$ cat src/rtl/can_chan_mode.sv
module can_chan_mode #(
  parameter int TEC_W     = 9,
  parameter int TEC_LIMIT = 255,
  parameter int RUN_LEN   = 11,
  parameter int RUN_CNT   = 128,
  parameter int STUCK_LEN = 11
) (
  input  logic             clk,
  input  logic             rst_n,
  input  logic             sleep_req,
  input  logic [1:0]       mode_req,
  input  logic [1:0]       recov_sel,
  input  logic             bus_rx,
  input  logic             bit_tick,
  input  logic             sof_det,
  input  logic             tx_start,
  input  logic             arb_lost,
  input  logic             frame_done,
  input  logic [TEC_W-1:0] tec,
  output logic [1:0]       mode,
  output logic             busoff,
  output logic             txing,
  output logic             rxing,
  output logic             comm_rdy
);
  localparam int RUN_W = $clog2(RUN_LEN + 1);
  localparam int OCC_W = $clog2(RUN_CNT + 1);
  localparam int DOM_W = $clog2(STUCK_LEN + 1);

  localparam logic [1:0] M_STOP  = 2'b00;
  localparam logic [1:0] M_RESET = 2'b01;
  localparam logic [1:0] M_HALT  = 2'b10;
  localparam logic [1:0] M_COMM  = 2'b11;

  localparam logic [1:0] Q_COMM  = 2'b00;
  localparam logic [1:0] Q_RESET = 2'b01;
  localparam logic [1:0] Q_HALT  = 2'b10;

  typedef enum logic [2:0] {S_SYNC, S_IDLE, S_RX, S_TX, S_BOFF} sub_t;

  logic [1:0]       mode_q, mode_n;
  sub_t             sub_q, sub_n;
  logic [RUN_W-1:0] run_q;
  logic [OCC_W-1:0] occ_q;
  logic [DOM_W-1:0] dom_q;
  logic             stuck, tec_ovf, counting, run_hit, integ_done;

  assign stuck      = dom_q >= DOM_W'(STUCK_LEN);
  assign tec_ovf    = tec > TEC_W'(TEC_LIMIT);
  assign counting   = (mode_q == M_COMM) && (sub_q == S_SYNC || sub_q == S_BOFF);
  assign run_hit    = counting && bit_tick && bus_rx && (run_q == RUN_W'(RUN_LEN - 1));
  assign integ_done = run_hit && (occ_q == OCC_W'(RUN_CNT - 1));

  always_ff @(posedge clk or negedge rst_n) begin
    if (!rst_n) begin
      dom_q <= '0;
    end else if (bit_tick) begin
      if (bus_rx)      dom_q <= '0;
      else if (!stuck) dom_q <= dom_q + 1'b1;
    end
  end

  always_ff @(posedge clk or negedge rst_n) begin
    if (!rst_n) begin
      run_q <= '0;
      occ_q <= '0;
    end else if (!counting || integ_done) begin
      run_q <= '0;
      occ_q <= '0;
    end else if (bit_tick) begin
      if (!bus_rx) begin
        run_q <= '0;
      end else if (run_hit) begin
        run_q <= '0;
        occ_q <= occ_q + 1'b1;
      end else begin
        run_q <= run_q + 1'b1;
      end
    end
  end

  always_comb begin
    mode_n = mode_q;
    sub_n  = sub_q;
    unique case (mode_q)
      M_STOP:  if (!sleep_req) mode_n = M_RESET;
      M_RESET: begin
        if (sleep_req)                         mode_n = M_STOP;
        else if (mode_req == Q_COMM)           mode_n = M_COMM;
        else if (mode_req == Q_HALT && !stuck) mode_n = M_HALT;
      end
      M_HALT: begin
        if (mode_req == Q_RESET)     mode_n = M_RESET;
        else if (mode_req == Q_COMM) mode_n = M_COMM;
      end
      default: begin
        if (mode_req == Q_RESET) begin
          mode_n = M_RESET;
        end else if (mode_req == Q_HALT && !stuck) begin
          mode_n = M_HALT;
        end else begin
          unique case (sub_q)
            S_SYNC: if (integ_done) sub_n = S_IDLE;
            S_BOFF: begin
              if (recov_sel == 2'b01 && !stuck) mode_n = M_HALT;
              else if (integ_done && recov_sel == 2'b00) sub_n = S_IDLE;
              else if (integ_done && recov_sel == 2'b10) mode_n = M_HALT;
            end
            default: begin
              if (tec_ovf) begin
                if (recov_sel == 2'b01 && !stuck) mode_n = M_HALT;
                else sub_n = S_BOFF;
              end else if (sub_q == S_IDLE) begin
                if (tx_start)     sub_n = S_TX;
                else if (sof_det) sub_n = S_RX;
              end else if (frame_done) begin
                sub_n = S_IDLE;
              end else if (sub_q == S_TX && arb_lost) begin
                sub_n = S_RX;
              end
            end
          endcase
        end
      end
    endcase
    if (mode_n != M_COMM) sub_n = S_SYNC;
  end

  always_ff @(posedge clk or negedge rst_n) begin
    if (!rst_n) begin
      mode_q <= M_STOP;
      sub_q  <= S_SYNC;
    end else begin
      mode_q <= mode_n;
      sub_q  <= sub_n;
    end
  end

  assign mode     = mode_q;
  assign busoff   = (mode_q == M_COMM) && (sub_q == S_BOFF);
  assign txing    = (mode_q == M_COMM) && (sub_q == S_TX || sub_q == S_BOFF);
  assign rxing    = (mode_q == M_COMM) && (sub_q == S_RX);
  assign comm_rdy = (mode_q == M_COMM) && (sub_q != S_SYNC);


  stop_hold_chk: assert property (@(posedge clk) disable iff (!rst_n)
    (mode == M_STOP && sleep_req) |=> (mode == M_STOP));


  stop_exit_chk: assert property (@(posedge clk) disable iff (!rst_n)
    (mode == M_STOP) |=> (mode == M_STOP || mode == M_RESET));


  flags_idle_chk: assert property (@(posedge clk) disable iff (!rst_n)
    (mode != M_COMM) |-> !(busoff || txing || rxing || comm_rdy));


  stuck_halt_chk: assert property (@(posedge clk) disable iff (!rst_n)
    (stuck && !(bit_tick && bus_rx) && mode != M_HALT) |=> (mode != M_HALT));


  direct_halt_chk: assert property (@(posedge clk) disable iff (!rst_n)
    (mode == M_COMM && comm_rdy && !busoff && tec_ovf && recov_sel == 2'b01 &&
     mode_req == Q_COMM && !stuck) |=> (mode == M_HALT));


  ready_rise_chk: assert property (@(posedge clk) disable iff (!rst_n)
    (mode == M_COMM && $rose(comm_rdy) && $past(mode) == M_COMM) |-> $past(bit_tick && bus_rx));
endmodule

$ cat config.mk
export PLATFORM = sky130hd
export DESIGN_NAME = can_chan_mode
export DESIGN_NICKNAME = d
export VERILOG_FILES = /design/src/rtl/can_chan_mode.sv
export SDC_FILE = /design/constraint.sdc
export NUM_CORES = 1
export LEC_CHECK = 0
export ABC_AREA = 1
export BUFFER_PORTS_ARGS = -buffer_cell sky130_fd_sc_hd__buf_4
export CELL_PAD_IN_SITES_DETAIL_PLACEMENT = 0
export CELL_PAD_IN_SITES_GLOBAL_PLACEMENT = 1
export CORE_MARGIN = 1.5
export CORE_UTILIZATION = 38
export CTS_CLUSTER_DIAMETER = 150
export DETAILED_ROUTE_END_ITERATION = 16
export PLACE_DENSITY_LB_ADDON = 0.05
export SLEW_MARGIN = 30
export SYNTH_ARGS = -nofsm -noshare
export SYNTH_HDL_FRONTEND = slang
export SYNTH_SLANG_ARGS = --single-unit
$ cat constraint.sdc
create_clock -name clk -period 1.81 [get_ports clk]
set_input_delay 0.362 -clock clk [delete_from_list [all_inputs] [get_ports clk]]
set_output_delay 0.362 -clock clk [all_outputs]
set_load 0.02 [all_outputs]
==> impl_metrics.ini <==
[global_route]
grt_use_met1_pct = 18.4
grt_max_degree = 22
overflow = 0
met2_usage_pct = 28.7
grt_busiest_layer = met2
grt_pass1_wl_mm = 4.96
grt_pass1_vias = 1204
use_met3_pct = 2.72
antenna_found_initial = 0
globalRouteTotalUtil_pct = 15.7

[timing]
whs_ns = 0.363
maxSlewHeadroom_pct = 74.5
worstMarginPinSlew_ns = 0.380
skew_ns = 0.00136
period_needed_ns = 1.69
rsz0062_at_grt = false
final.setup.worst_slack_ns = 0.115
hold_viol = 0
final.setup.tns_ns = 0
finalCritPeriodShare_pct = 93.6
fmax_ghz = 0.590
finalSetupViolations = 0
slew_violations = 0

[synth]
syn_inst = 183
synth-compound-area-share_pct = 12.2
synthMuxAreaShare_pct = 0.750
yosys.area_share.xor_xnor_pct = 1.31
synth_seq_cells = 21
avgSynthCellArea_sq_um = 7.30
yosysWarnings = 0
synth_fp_nets = 209
synth-adder-area-share_pct = 3.75
synth_cell_type_count = 27
synthSimpleGateAreaFrac_pct = 33.0
syn_area_sq_mm = 0.00134
synth_top_family_by_area = simple AND/OR/NAND/NOR gates
seq_area_frac_synth_pct = 39.4

[clock_tree]
cts_tree = done
path_clk_slew_ns = 0.11
htree_levels = 1
cts_buffers = 3
worstSkewPairLatency_ns = 0.30
cts.sinks = 21
clockRootBuffer = clkbuf_4
cts.path.max_buffers = 2

[floorplanning]
ios = 28
initial_core_util_pct = 39.7
chipWidth_um = 62.3
core_sq_mm = 0.00336
die_h_um = 62.3
die-area_sq_mm = 0.00388
std_cell_rows = 21

[final_layout]
fin_util_pct = 48.7
fin_cells = 256
n_fill_cell = 360
nets = 237
seqCellArea_sq_um = 527
final_common_cell = nand2_1
multi_input_area_sq_um = 728
design_area_sq_mm = 0.00164
diodes = 0
syn_to_final_growth_pct = 22.8
drive_gt1_share_pct = 25.2
final_cell_mix = nand2_1, inv_1, nor2_1, buf_4, dfrtp_1

[worst_setup_path]
arrival_ns = 1.33
worst-setup-path-type = flop to output port
cp.required_ns = 1.45
worst_setup_path_end_kind = output port
regToRegSetupSlack_ns = 0.18
r2r_start = dom_q[0]
cp_max_fo = 6
reg2reg_to = sub_q[0]
reg2regPathDepth = 13
startpoint_type = flop

[drt]
wirelength_mm = 2.84
drc_errors = 0
viasPerCell = 4.75
first_pass_iters = 4
num_vias = 1217
drt-wirelength-per-cell_um = 11.1
ant_nets = 0
drtIter0Drc = 67

[hold_path]
min_delay_worst_endpoint = run_q[1]
hold_start = bus_rx
holdPathStages = 3
min_path_type = input pin to flop

[flow_run]
max_cap_violations = 0

[power_and_ir_drop]
p_total_mw = 1.12
irDropWorstVdd_v = 0.000357
leakage_nw = 0.782
power_density_mw_per_mm2 = 683

[placed_design]
dpl_cell_area_sq_mm = 0.00153
dp_cells = 248
pre_cts_slack_ns = 0.0538
place_hpwl_mm = 2.21
gp_congestion = 0.789
port_buffers = 19

[outcome]
status = finished, final reports clean
## sequential cells by signal (all words and copies together), names as in the netlist
name,count
run_q,4
dom_q,4
mode,2
sub_q,3
occ_q,8
## timing repair
| action | in CTS | in global routing |
|---|---|---|
| hold buffers | 1 | 0 |
| buffers inserted | 2 | 1 |
| pin swaps | 1 | 2 |
| endpoints found under the hold margin | 21 | 0 |
| gates resized for setup | 1 | 15 |
| endpoints found under the setup margin | 1 | 10 |
## routing by layer
metal,share of wire (%),vias to the layer above
met2,50,21
met3,3.6,2
li1,-,644
met1,45,550
met4,0.70,0
met5,0,-
## where the power goes
| part | total [mW] | switching [mW] | internal, mW |
|---|---|---|---|
| logic | 0.330 | 0.200 | 0.131 |
| clock network | 0.225 | 0.140 | 0.0858 |
| registers | 0.563 | 0.0502 | 0.513 |
| total | 1.12 | 0.389 | 0.730 |
## cell usage after synthesis
master	number	area (sq um)
inv_2	1	3.75
a21oi_1	5	25.0
nand3_2	3	30.0
mux2i_1	1	10.0
or2_1	1	6.26
o221a_2	1	11.3
inv_1	29	109
nor2_1	26	97.6
o22ai_1	2	12.5
o21a_1	3	22.5
nor4_1	1	6.26
o21ai_0	13	65.1
o21ai_2	1	8.76
nand4_1	5	31.3
nor2_4	2	22.5
nand3_1	10	50.1
nand2_2	3	18.8
o21bai_1	1	7.51
ha_1	4	50.1
clkinv_2	1	5.00
and3_1	1	6.26
nand2_1	35	131
o21ai_1	2	10.0
xor2_1	2	17.5
nor3_1	8	40.0
dfrtp_1	21	526
buf_6	1	11.3
## worst max-delay path: stages, from the launching register on
cell     delay, ns
dfrtp_1       0.48
nor3_2        0.27
nor2_1        0.06
nor2_1        0.08
buf_4         0.14
## cells by family (layout without fill, tap and decap cells)
logic type                 count (synthesis)  after routing
AOI/OAI and AO/OA                         28             28
xor gates and xnor gates                   2              2
adders and majority gates                  4              4
buffers and inverters                     32             59
DFF                                       21             21
muxes                                      1              1
and+or+nand+nor                           95             95
## layout make-up
cell class | instances | share of cell area, %
inverter | 31 | 7.18
tap | 46 | 3.51
multi-input combinational | 130 | 44.4
clock buffer | 4 | 1.60
sequential | 21 | 32.1
timing repair buffer | 24 | 11.1
## how the worst max path moves through the flow
stage,end,cells after the start,startpoint
CTS,run_q[0],9,run_q[0]
detailed placement,run_q[0],9,run_q[0]
global route,comm_rdy,5,sub_q[1]
floorplan,rxing,2,mode[0]
global placement,sub_q[1],13,dom_q[0]
finish,txing,4,sub_q[2]
No activity file was read; power rests on OpenSTA's default activity.
